$ cat src/rtl/fifo_chain_pkg.sv
package fifo_chain_pkg;

  // Advance a ring index, wrapping after the last physical location.
  function automatic int unsigned ring_next(input int unsigned idx, input int unsigned depth);
    return (idx == depth - 1) ? 0 : idx + 1;
  endfunction

endpackage

$ cat src/rtl/chain_ring_ptr.sv
module chain_ring_ptr
  import fifo_chain_pkg::*;
#(
  parameter int DEPTH = 16,
  parameter int PTR_W = 4
) (
  input  logic             clk,
  input  logic             rst_n,
  input  logic             step,
  output logic [PTR_W-1:0] ptr,
  output logic             at_last
);

  always_ff @(posedge clk) begin
    if (!rst_n) ptr <= '0;
    else if (step) ptr <= PTR_W'(ring_next(32'(ptr), DEPTH));
  end

  assign at_last = (32'(ptr) == DEPTH - 1);

  // pointer stays inside the physical array
  assert_ptr_in_range_R2: assert property (@(posedge clk) disable iff (!rst_n)
    32'(ptr) < DEPTH);

endmodule

$ cat src/rtl/chain_token_keeper.sv
module chain_token_keeper (
  input  logic clk,
  input  logic rst_n,
  input  logic start_owner,
  input  logic grant,
  input  logic release_evt,
  output logic own
);

  always_ff @(posedge clk) begin
    if (!rst_n) own <= start_owner;
    else        own <= (own & ~release_evt) | grant;
  end

  // token leaves after the pass event
  assert_token_released_R3: assert property (@(posedge clk) disable iff (!rst_n)
    (release_evt && !grant) |=> !own);

  // a grant pulse hands over the token
  assert_token_granted_R6: assert property (@(posedge clk) disable iff (!rst_n)
    grant |=> own);

endmodule

$ cat src/rtl/chain_store.sv
module chain_store #(
  parameter int WIDTH = 9,
  parameter int DEPTH = 16,
  parameter int PTR_W = 4
) (
  input  logic             clk,
  input  logic             we,
  input  logic [PTR_W-1:0] waddr,
  input  logic [WIDTH-1:0] wdata,
  input  logic [PTR_W-1:0] raddr,
  output logic [WIDTH-1:0] rdata
);

  logic [WIDTH-1:0] mem [DEPTH];

  always_ff @(posedge clk) begin
    if (we) mem[waddr] <= wdata;
  end

  assign rdata = mem[raddr];

endmodule

$ cat src/rtl/fifo_chain_slice.sv
module fifo_chain_slice #(
  parameter int WIDTH = 9,
  parameter int DEPTH = 16
) (
  input  logic             clk,
  input  logic             rst_n,
  input  logic             first_load_n,
  input  logic             wr_valid,
  output logic             wr_ready,
  input  logic [WIDTH-1:0] wr_data,
  output logic             rd_valid,
  input  logic             rd_ready,
  output logic [WIDTH-1:0] rd_data,
  input  logic             xi_wr,
  input  logic             xi_rd,
  output logic             xo_wr,
  output logic             xo_rd,
  output logic             empty_n,
  output logic             full_n
);

  localparam int PTR_W = (DEPTH > 1) ? $clog2(DEPTH) : 1;
  localparam int CNT_W = $clog2(DEPTH + 1);

  logic             wr_own, rd_own;
  logic             wr_fire, rd_fire;
  logic             wr_last, rd_last;
  logic [PTR_W-1:0] wr_ptr, rd_ptr;
  logic [WIDTH-1:0] store_q;
  logic [CNT_W-1:0] count_q;
  logic             full, empty;

  assign full     = (count_q == CNT_W'(DEPTH));
  assign empty    = (count_q == '0);
  assign wr_ready = wr_own & ~full;
  assign rd_valid = rd_own & ~empty;
  assign wr_fire  = wr_valid & wr_ready;
  assign rd_fire  = rd_ready & rd_valid;
  assign xo_wr    = wr_fire & wr_last;
  assign xo_rd    = rd_fire & rd_last;
  assign rd_data  = rd_valid ? store_q : '0;
  assign empty_n  = ~empty;
  assign full_n   = ~full;

  chain_token_keeper u_wr_tok (
    .clk(clk), .rst_n(rst_n), .start_owner(~first_load_n),
    .grant(xi_wr), .release_evt(xo_wr), .own(wr_own)
  );

  chain_token_keeper u_rd_tok (
    .clk(clk), .rst_n(rst_n), .start_owner(~first_load_n),
    .grant(xi_rd), .release_evt(xo_rd), .own(rd_own)
  );

  chain_ring_ptr #(.DEPTH(DEPTH), .PTR_W(PTR_W)) u_wr_ptr (
    .clk(clk), .rst_n(rst_n), .step(wr_fire), .ptr(wr_ptr), .at_last(wr_last)
  );

  chain_ring_ptr #(.DEPTH(DEPTH), .PTR_W(PTR_W)) u_rd_ptr (
    .clk(clk), .rst_n(rst_n), .step(rd_fire), .ptr(rd_ptr), .at_last(rd_last)
  );

  chain_store #(.WIDTH(WIDTH), .DEPTH(DEPTH), .PTR_W(PTR_W)) u_store (
    .clk(clk), .we(wr_fire), .waddr(wr_ptr), .wdata(wr_data),
    .raddr(rd_ptr), .rdata(store_q)
  );

  always_ff @(posedge clk) begin
    if (!rst_n) count_q <= '0;
    else if (wr_fire && !rd_fire) count_q <= count_q + 1'b1;
    else if (rd_fire && !wr_fire) count_q <= count_q - 1'b1;
  end

  // occupancy never exceeds the array
  assert_count_bound_R8: assert property (@(posedge clk) disable iff (!rst_n)
    count_q <= CNT_W'(DEPTH));

  // full appears only through an accepted write
  assert_full_by_write_R8: assert property (@(posedge clk) disable iff (!rst_n)
    $fell(full_n) |-> $past(wr_fire));

  // empty appears only through an accepted read
  assert_empty_by_read_R8: assert property (@(posedge clk) disable iff (!rst_n)
    $fell(empty_n) |-> $past(rd_fire));

  // a write grant finds the write pointer at location zero
  assert_wr_grant_origin_R6: assert property (@(posedge clk) disable iff (!rst_n)
    xi_wr |-> (wr_ptr == '0));

  // a read grant finds the read pointer at location zero
  assert_rd_grant_origin_R6: assert property (@(posedge clk) disable iff (!rst_n)
    xi_rd |-> (rd_ptr == '0));

endmodule

$ cat config.mk
export PLATFORM = sky130hd
export DESIGN_NAME = fifo_chain_slice
export DESIGN_NICKNAME = d
export VERILOG_FILES = /design/src/rtl/fifo_chain_pkg.sv /design/src/rtl/chain_ring_ptr.sv /design/src/rtl/chain_token_keeper.sv /design/src/rtl/chain_store.sv /design/src/rtl/fifo_chain_slice.sv
export SDC_FILE = /design/constraint.sdc
export NUM_CORES = 1
export LEC_CHECK = 0
export BUFFER_PORTS_ARGS = -buffer_cell sky130_fd_sc_hd__buf_2
export CORE_MARGIN = 2
export CORE_UTILIZATION = 45
export CTS_CLUSTER_DIAMETER = 100
export CTS_CLUSTER_SIZE = 8
export DETAILED_ROUTE_END_ITERATION = 10
export MAX_ROUTING_LAYER = met4
export PLACE_DENSITY = 0.64
export SETUP_SLACK_MARGIN = 0.2
export SYNTH_ARGS = -nofsm -noshare
export SYNTH_HDL_FRONTEND = slang
export SYNTH_HIERARCHICAL = 1
export SYNTH_SLANG_ARGS = --single-unit
export TNS_END_PERCENT = 1
$ cat constraint.sdc
create_clock -name clk -period 3.7 [get_ports clk]
set_input_delay 0.74 -clock clk [delete_from_list [all_inputs] [get_ports clk]]
set_output_delay 0.74 -clock clk [all_outputs]
set_load 0.03 [all_outputs]
==> impl_metrics.tcl, run 1 <==
set metrics [dict create \
    outcome "complete, no violations" \
    drc 0 \
    dp_slack_ps 925 \
    syn-cell-area_um2 6520 \
    max_cap_viol_count 0 \
    worst-path-stages 6 \
    final_nets 424 \
    synth-compound-area-share 0.0378 \
    end_kind "output port" \
    post_cts_buffers 0 \
    dpl.hpwl_um 8050 \
    die_y_um 124 \
    antenna_cells 0 \
    clkLatencyLatePin_ps 410 \
    critPathKind "reg -> out" \
    grt_start_max_net_pins 42 \
    start_kind "flop" \
    wl_per_cell_um 21.7 \
    coreArea_um2 14000 \
    cts_hold_buf 0 \
    die_w_um 124 \
    period_needed_ps 3190 \
    place.gp.congestion 0.755 \
    powerDensity_nw_per_um2 626 \
    finish.utilization 0.537 \
    cp_cell_sequence "buf_12 > mux4_1 > a22oi_1 > nand2_1 > and3_1 > buf_2" \
    grt_pass1_wl_um 20200 \
    synth_ff_type "edfxtp_1" \
    cts.sinks 159 \
    power_leakage_nw 2.60 \
    path_delay_family "multiplexers" \
    layoutNonFillerInstCount 593 \
    netlist_instances 348 \
    hp-class "reg -> reg" \
    vdd_drop_max_mv 0.333 \
    fill_cells 1119 \
    cts_tree "built" \
    synth_warnings 6 \
    min_period_over_period 0.861 \
    synthMuxAreaShare 0.142 \
    avgSynthCellArea_um2 18.7 \
    grt.total_usage 0.181 \
    p_clk_frac 0.371 \
    totalWireLength_um 12900 \
    drt_iter0_drc 443 \
    rsz0062_at_grt "no" \
    tightest_slew_ps 826 \
    timing.clock.skew_ps 5.88 \
    cp_slowest_cell "mux4_1" \
    cp_num_buf_inv 2 \
    comb_power_share 0.191 \
    vias 3373 \
    cts_buffers 17 \
    vias_per_cell 5.69 \
    rows 43 \
    final_area_um2 7510 \
    post-place-cells 562 \
    synth_fp_nets 371 \
    netSwitchingPower_mw 1.19 \
    finalMaxSlewViolations 0 \
    port_buffers 30 \
    grt_antenna_before_repair 0 \
    synthSimpleGateAreaFrac 0.0685 \
    start_util 0.466 \
    internal_power_mw 3.51 \
    synth_cell_types 41 \
    synth-adder-area-share 0.0146 \
    synthArstFlopShare 0 \
    drtPass1Iterations 4 \
    critPathMaxStageDelay_ps 600 \
    cts_root_buf "clkbuf_16" \
    grt-ovfl-total 0 \
    cp.required_ps 2960 \
    synthXorXnorAreaFrac 0.00538 \
    hold_depth 2 \
    worst_slack_ps 515 \
    drive_above_1_share 0.235 \
    finalSetupViolCount 0 \
    arrival_ps 2450 \
    path_clk_slew_ps 60 \
    die_area_um2 15500 \
    seqPwrFrac 0.438 \
    place_area_um2 6920 \
    cts.htree.levels 4 \
    fmaxAchievable_ghz 0.314 \
    max-clock-path-buffers 2 \
    grt_pass1_vias 3481 \
    max-slew-margin-rel 0.448 \
    synth-edff-count 144 \
    switching_share 0.254 \
    ios 31 \
    ctsResizeCount 0 \
    rr_worst_depth 11 \
    final.setup.tns_ps 0 \
    seq_area_frac_synth 0.710 \
    synth_seq_cells 159 \
    hold_violations 0 \
    drtAntennaViolNets 0 \
    area_growth_pct 15.2 \
    cp_max_fo 41 \
    synth_top_family_by_area "multiplexers" \
]
## worst reg2reg max path: stages, from the launching register on
cell and delay [ps]:
dfxtp_1 370, nor4_2 320, nand2_1 260, and3_1 360, inv_1 90, ha_1 160
inv_1 110, ha_1 350, a21oi_1 220, a211oi_1 100, a31oi_1 210, mux2i_1 200
## cells by family after synthesis
kind of cell,count (synthesis)
mux,42
buf+inv,20
xor+xnor,4
compound gates,34
fa+ha+maj,7
flops,159
simple gates,82
## synthesized netlist by cell type (all sizes together), types with 2 or more instances
master / number / share of area
edfxtp: 144 / 0.66
mux4: 36 / 0.13
a22oi: 18 / 0.021
nand2: 17 / 0.011
nor2: 16 / 0.0092
dfxtp: 15 / 0.046
and3: 14 / 0.014
buf: 9 / 0.012
and2: 8 / 0.0077
ha: 6 / 0.012
inv: 6 / 0.0035
mux2i: 6 / 0.0092
nand3: 6 / 0.0046
nor2b: 6 / 0.0058
a31oi: 5 / 0.0048
a21oi: 4 / 0.0031
clkbuf: 4 / 0.0044
nand2b: 4 / 0.0038
nor3: 4 / 0.0031
xnor2: 4 / 0.0054
a41o: 2 / 0.0031
nand3b: 2 / 0.0023
o211a: 2 / 0.0031
## power by group through the flow
| stage | logic [mW] | registers [mW] | clock network (mW) |
|---|---|---|---|
| floorplan | 0.699 | 2.09 | 0 |
| CTS | 0.910 | 2.06 | 1.77 |
| global route | 0.973 | 2.06 | 1.85 |
| global placement | 0.890 | 2.09 | 0 |
| detailed placement | 0.907 | 2.09 | 0 |
| finish | 0.898 | 2.06 | 1.74 |
## metal layers
metal	up-vias	wire, um	track usage
li1	1531	-	-
met3	7	633	0.0438
met4	0	92	0.0595
met5	-	0	-
met1	1744	5710	0.237
met2	91	6460	0.283
## final timing paths
check / start / end / slack, ps
max reg2reg: count_q[0] / count_q[4] / 890
min: count_q[4] / count_q[4] / 500
max: u_rd_ptr/ptr[0] / rd_data[6] / 510
min reg2reg: count_q[4] / count_q[4] / 500
## placed cells by master, fill, tap and decap left out, types with 2 or more instances in the layout
cell,instances
mux4_2,21
o211a_1,2
xnor2_1,4
nor2_1,16
edfxtp_1,144
a31oi_1,5
a21oi_1,4
bufinv_16,4
and2_1,8
clkbuf_16,17
clkbuf_1,4
mux4_1,15
inv_1,6
nor3_1,4
mux2i_1,6
nor2b_1,6
and3_1,13
ha_1,6
nand3_1,6
a41o_1,2
nand2b_1,4
nand3b_1,2
nand2_2,2
nand2_1,15
a22oi_1,18
clkinv_1,5
buf_4,17
buf_2,30
dfxtp_1,14
## layout make-up
cell class,count,area [um^2],area share
Sequential cell,159,4630,0.616
Multi-Input combinational cell,169,1750,0.233
Clock buffer,21,440,0.0587
Timing Repair Buffer,48,298,0.0397
Tap cell,180,225,0.0300
Clock inverter,10,144,0.0192
Inverter,6,22.5,0.00300
## state kept, by name, indices dropped and copies added (netlist names)
name and flops:
u_store/mem 144, u_rd_ptr/ptr 4, count_q 5, u_wr_tok/own 1, u_wr_ptr/ptr 4, u_rd_tok/own 1
## metrics by stage
| stage | hold WS (ps) | power [mW] |
|---|---|---|
| 2_1_floorplan | 451 | 2.78 |
| 3_5_place_dp | 476 | 3.00 |
| 4_1_cts | 490 | 4.74 |
| 5_1_grt | 497 | 4.88 |
| 3_3_place_gp | 465 | 2.98 |
| 6_report | 495 | 4.70 |
Power figures use the tool's default switching activity.
==> run 2, diff against run 1 <==
--- a/config.mk
+++ b/config.mk
@@ -7,12 +7,12 @@
 export LEC_CHECK = 0
 export BUFFER_PORTS_ARGS = -buffer_cell sky130_fd_sc_hd__buf_2
 export CORE_MARGIN = 2
-export CORE_UTILIZATION = 45
+export CORE_UTILIZATION = 34
 export CTS_CLUSTER_DIAMETER = 100
 export CTS_CLUSTER_SIZE = 8
 export DETAILED_ROUTE_END_ITERATION = 10
 export MAX_ROUTING_LAYER = met4
-export PLACE_DENSITY = 0.64
+export PLACE_DENSITY = 0.52
 export SETUP_SLACK_MARGIN = 0.2
 export SYNTH_ARGS = -nofsm -noshare
 export SYNTH_HDL_FRONTEND = slang
==> run 2 against run 1 <==
  * Via count increased by 0.89%
  * First-iteration DRC count decreased by 35%
  * Critical path depth unchanged
  * Worst setup slack got worse by 180 ps
  * Clock skew increased by 3.6 ps
  * Clock power decreased by 6%
==> impl_metrics.tcl, run 2 (synthesis results as in run 1) <==
set metrics [dict create \
    cp_cell_sequence "buf_12 > mux4_1 > a22oi_1 > nand2_1 > and3_1 > buf_2" \
    worst-path-stages 6 \
    cp_num_buf_inv 2 \
    die_area_um2 20300 \
    grt.total_usage 0.146 \
    power.total_mw 4.62 \
    vdd_drop_max_mv 0.320 \
    hp-class "reg -> reg" \
    netSwitchingPower_mw 1.29 \
    fill_cells 1698 \
    final_cell_mix "edfxtp_1 (144), buf_2 (30), mux4_2 (21), buf_4 (20), a22oi_1 (18)" \
    largest-register "u_store/mem" \
    cts_tree "built" \
    final_nets 427 \
    area_growth_pct 16.2 \
    grt-ovfl-total 0 \
    drive_above_1_share 0.261 \
    grt_pass1_vias 3403 \
    largestRegisters "u_store/mem (144), count_q (5)" \
    drt_iter0_drc 288 \
    cts.htree.levels 4 \
    rsz0062_at_grt "no" \
    path_clk_slew_ps 60 \
    critPathKind "reg -> out" \
    die_y_um 142 \
    totalWireLength_um 13700 \
    cp_slowest_cell "dfxtp_2" \
    seqPwrFrac 0.449 \
    finish.utilization 0.404 \
    arrival_ps 2620 \
    cp_max_fo 22 \
    hold_violations 0 \
    wl_per_cell_um 21.0 \
    min_period_over_period 0.908 \
    drtPass1Iterations 4 \
    grt_pass1_wl_um 20600 \
    largest_reg_flops 144 \
    grt_start_max_net_pins 41 \
    max_cap_viol_count 0 \
    finalMaxSlewViolations 0 \
    dpl.hpwl_um 8610 \
    cp.required_ps 2960 \
    post-place-cells 619 \
    max-clock-path-buffers 2 \
    rows 50 \
    cts_buffers 17 \
    timing.clock.skew_ps 9.52 \
    comb_power_share 0.195 \
    end_kind "output port" \
    start_util 0.347 \
    outcome "complete, no violations" \
    coreArea_um2 18800 \
    cts_root_buf "clkbuf_16" \
    hold_depth 2 \
    clkLatencyLatePin_ps 420 \
    path_delay_family "flip-flops" \
    drtAntennaViolNets 0 \
    port_buffers 30 \
    cts_hold_buf 0 \
    start_kind "flop" \
    post_cts_buffers 0 \
    critPathMaxStageDelay_ps 570 \
    drc 0 \
    ios 31 \
    powerDensity_nw_per_um2 610 \
    tightest_slew_ps 596 \
    final_common_cell "edfxtp_1" \
    cts.sinks 159 \
    p_clk_frac 0.356 \
    finalSetupViolCount 0 \
    vias_per_cell 5.23 \
    vias 3403 \
    rr_worst_depth 11 \
    ctsResizeCount 0 \
    grt_antenna_before_repair 0 \
    fmaxAchievable_ghz 0.298 \
    layoutNonFillerInstCount 651 \
    antenna_cells 0 \
    max-slew-margin-rel 0.602 \
    internal_power_mw 3.33 \
    die_w_um 142 \
    switching_share 0.278 \
    power_leakage_nw 2.60 \
    final.setup.tns_ps 0 \
    place.gp.congestion 0.700 \
    period_needed_ps 3360 \
]
-- run 2: changes by cell type in the layout (fill, tap and decap cells not counted), moves of 3 or more --
| cell | before | now |
|---|---|---|
| clkinv_1 | 5 | 1 |
| bufinv_16 | 4 | 1 |
| clkinvlp_4 | 0 | 3 |
| clkinv_4 | 0 | 3 |
| clkbuf_1 | 4 | 0 |
| buf_4 | 17 | 20 |
-- run 2: path summary, 6_finish.rpt --
check	to	start	slack, ps
min	count_q[4]	count_q[4]	490
max reg2reg	count_q[4]	count_q[0]	790
max	rd_data[5]	u_rd_ptr/ptr[0]	340
min reg2reg	count_q[4]	count_q[4]	490
-- run 2: metal layers --
layer  global-route usage  up-vias  part of all wire
met4               0.0511        0             0.014
li1                     -     1537                 -
met3               0.0326       16             0.038
met1                0.192     1784              0.46
met5                    -        -                 0
met2                0.225       66              0.49
-- run 2: layout make-up --
type | instances | area [um^2] | share of cell area
multi-input combinational | 169 | 1750 | 0.231
clock inverter | 15 | 138 | 0.0182
sequential | 159 | 4630 | 0.611
tap | 234 | 293 | 0.0387
timing repair buffer | 51 | 320 | 0.0423
inverter | 6 | 22.5 | 0.00297
clock buffer | 17 | 425 | 0.0562
-- run 2: power by group through the flow --
stage	Sequential, mW	Clock (mW)	Combinational (mW)
floorplan	2.09	0	0.699
global placement	2.11	0	0.905
detailed placement	2.11	0	0.913
CTS	2.07	1.68	0.916
global route	2.08	1.75	0.990
finish	2.07	1.64	0.902
-- run 2: worst min-delay path, cell delays in order, from the launching register on --
cell and delay, ps:
dfxtp_1 320, nand2_1 60, mux2i_1 60
-- run 2: stage by stage --
| step | setup WS, ps | instance area (um^2) | hold slack (ps) |
|---|---|---|---|
| after floorplan | 1110 | 6520 | 451 |
| after global placement | 796 | 7010 | 461 |
| after detailed placement | 779 | 7010 | 479 |
| after CTS | 312 | 7570 | 487 |
| after global routing | 209 | 7570 | 518 |
| final | 339 | 7570 | 492 |
==> run 3, diff against run 2 <==
--- a/config.mk
+++ b/config.mk
@@ -5,6 +5,7 @@
 export SDC_FILE = /design/constraint.sdc
 export NUM_CORES = 1
 export LEC_CHECK = 0
+export ABC_AREA = 1
 export BUFFER_PORTS_ARGS = -buffer_cell sky130_fd_sc_hd__buf_2
 export CORE_MARGIN = 2
 export CORE_UTILIZATION = 34
==> run 3 against run 2 <==
  * Count of clock-buffer cells in the layout stayed put
  * Critical path depth increased by 3
  * Register-to-register slack improved by 530 ps
  * Critical endpoint unchanged
  * Largest cell class unchanged
==> impl_metrics.tcl, run 3 <==
set metrics [dict create \
    timing.clock.skew_ps 7.44 \
    drt_iter0_drc 412 \
    synth_seq_cells 159 \
    hold_violations 0 \
    layoutNonFillerInstCount 1098 \
    seq_area_frac_synth 0.631 \
    die_area_um2 22800 \
    largest_reg_flops 144 \
    post_cts_buffers 0 \
    fill_cells 2130 \
    cts_buffers 17 \
    final_area_um2 8400 \
    crit_path_start "u_rd_ptr/ptr[0]" \
    multi_input_area_um2 1900 \
    wl_per_cell_um 16.2 \
    tightest_slew_ps 1060 \
    syn-cell-area_um2 7330 \
    synth-adder-area-share 0.0130 \
    max_cap_viol_count 0 \
    synthMuxAreaShare 0 \
    coreArea_um2 21100 \
    drive_above_1_share 0.122 \
    cp_max_fo 27 \
    avgSynthCellArea_um2 9.58 \
    start_kind "flop" \
    grt-ovfl-total 0 \
    grt_pass1_wl_um 27400 \
    vias 4996 \
    post-place-cells 1066 \
    hp-class "reg -> reg" \
    vdd_drop_max_mv 0.310 \
    whs_ps 483 \
    dpl.hpwl_um 10800 \
    synth_cell_types 27 \
    r2r_slack_ps 1320 \
    synth.most_common_cell "nand2_1" \
    rr_endpoint "u_store/mem[12][0]" \
    synth-compound-area-share 0.0109 \
    place_area_um2 7800 \
    vias_per_cell 4.55 \
    ctsResizeCount 0 \
    seqPwrFrac 0.400 \
    rsz0062_at_grt "no" \
    largest-register "u_store/mem" \
    synth-edff-count 144 \
    finalMaxSlewViolations 0 \
    power_leakage_nw 3.72 \
    final.setup.tns_ps 0 \
    grt_start_max_net_pins 73 \
    final_nets 833 \
    clkLatencyLatePin_ps 420 \
    port_buffers 30 \
    final_common_cell "nand2_1" \
    area_growth_pct 14.6 \
    drtAntennaViolNets 0 \
    rows 53 \
    drtPass1Iterations 4 \
    cts.htree.levels 4 \
    finish.utilization 0.398 \
    grt_antenna_before_repair 0 \
    ios 31 \
    path_clk_slew_ps 60 \
    antenna_cells 0 \
    min_period_over_period 0.780 \
    synthArstFlopShare 0 \
    grt_pass1_vias 4723 \
    register_area_um2 4630 \
    totalWireLength_um 17800 \
    comb_power_share 0.260 \
    internal_power_mw 3.47 \
    grt.total_usage 0.170 \
    max-clock-path-buffers 2 \
    endpoint "rd_data[5]" \
    hold_depth 2 \
    synth_warnings 6 \
    drc 0 \
    synthXorXnorAreaFrac 0.00119 \
    synth_ff_type "edfxtp_1" \
    place.gp.congestion 0.776 \
    cts_hold_buf 0 \
    synth_top_family_by_area "simple AND/OR/NAND/NOR gates" \
    cts_root_buf "clkbuf_16" \
    largestRegisters "u_store/mem (144), count_q (5)" \
    start_util 0.348 \
    max-slew-margin-rel 0.292 \
    synth_commonest_cells "nand2_1 (226), edfxtp_1 (144), inv_1 (142)" \
    p_clk_frac 0.340 \
    arrival_ps 2150 \
    synthSimpleGateAreaFrac 0.235 \
    period_needed_ps 2890 \
    outcome "complete, no violations" \
    netlist_instances 765 \
    die_w_um 151 \
    powerDensity_nw_per_um2 624 \
    switching_share 0.339 \
    yosysTopAreaCell "edfxtp_1" \
    cts_tree "built" \
    cts.sinks 159 \
    rr_worst_depth 7 \
    r2r-start "count_q[0]" \
    end_kind "output port" \
    die_y_um 151 \
    synth_fp_nets 788 \
    fmaxAchievable_ghz 0.346 \
    finalSetupViolCount 0 \
    critPathKind "reg -> out" \
    synth_top_area_share 0.590 \
    final_cell_mix "nand2_1 (226), edfxtp_1 (144), inv_1 (142), nand3_1 (117), nor2_1 (43)" \
    yosys-top-cells-area "edfxtp_1 (59%), nand2_1 (12%), nand3_1 (8.0%)" \
    cp.required_ps 2960 \
    netSwitchingPower_mw 1.78 \
]
## run 3: changes by cell type after synthesis, moves of 6 or more
cell     change
nand2_1    +211
inv_1      +136
nand3_1    +111
nor2_1      +27
mux4_2      -21
a22oi_1     -18
mux4_1      -15
and3_1      -13
buf_4       +10
and2_1       -8
a21oi_1      +7
mux2i_1      -6
nor2b_1      -6
## run 3: worst min path at each step
stage                   endpoint         start
detailed placement  u_wr_tok/own  u_wr_tok/own
floorplan           u_wr_tok/own  u_wr_tok/own
CTS                 u_wr_tok/own  u_wr_tok/own
finish              u_wr_tok/own  u_wr_tok/own
global route        u_wr_tok/own  u_wr_tok/own
global placement    u_wr_tok/own  u_wr_tok/own
## run 3: logic make-up after synthesis
group                    count (synthesis)
AND/OR/NAND/NOR                        401
flip-flops                             159
buffers and inverters                  181
XOR/XNOR                                 1
AO/OA/AOI/OAI                           16
adder cells (fa/ha/maj)                  7
## run 3: cell type report
cell class	count	share of cell area
Multi-Input combinational cell	425	0.227
Clock inverter	15	0.0214
Sequential cell	159	0.551
Tap cell	275	0.0410
Timing Repair Buffer	52	0.0390
Inverter	155	0.0707
Clock buffer	17	0.0506
## run 3: power groups by stage
stage / clock (mW) / sequential [mW] / combinational [mW]
after global routing: 1.90 / 2.11 / 1.53
after detailed placement: 0 / 2.14 / 1.38
after floorplan: 0 / 2.11 / 1.08
final: 1.78 / 2.10 / 1.36
after global placement: 0 / 2.14 / 1.37
after CTS: 1.82 / 2.10 / 1.38
## run 3: critical path, stage by stage, from the launching register on
cell,delay [ps]
dfxtp_2,520
buf_4,370
nand2_1,90
nand3_1,80
nand3_1,120
nand3_1,120
nand2_1,100
inv_1,80
nor2_1,40
buf_2,170
## run 3: metal layers
metal  GRT usage  up-vias  share of wire
met5           -        -              0
met3      0.0364       15          0.051
met1       0.237     2352           0.47
met2       0.255      104           0.46
li1            -     2525              -
met4      0.0444        0          0.014
## run 3: through the flow
stage | worst slack, ps | total power [mW]
after CTS | 795 | 5.30
final | 814 | 5.24
after global placement | 1230 | 3.51
after detailed placement | 1220 | 3.51
after floorplan | 1210 | 3.19
after global routing | 678 | 5.54
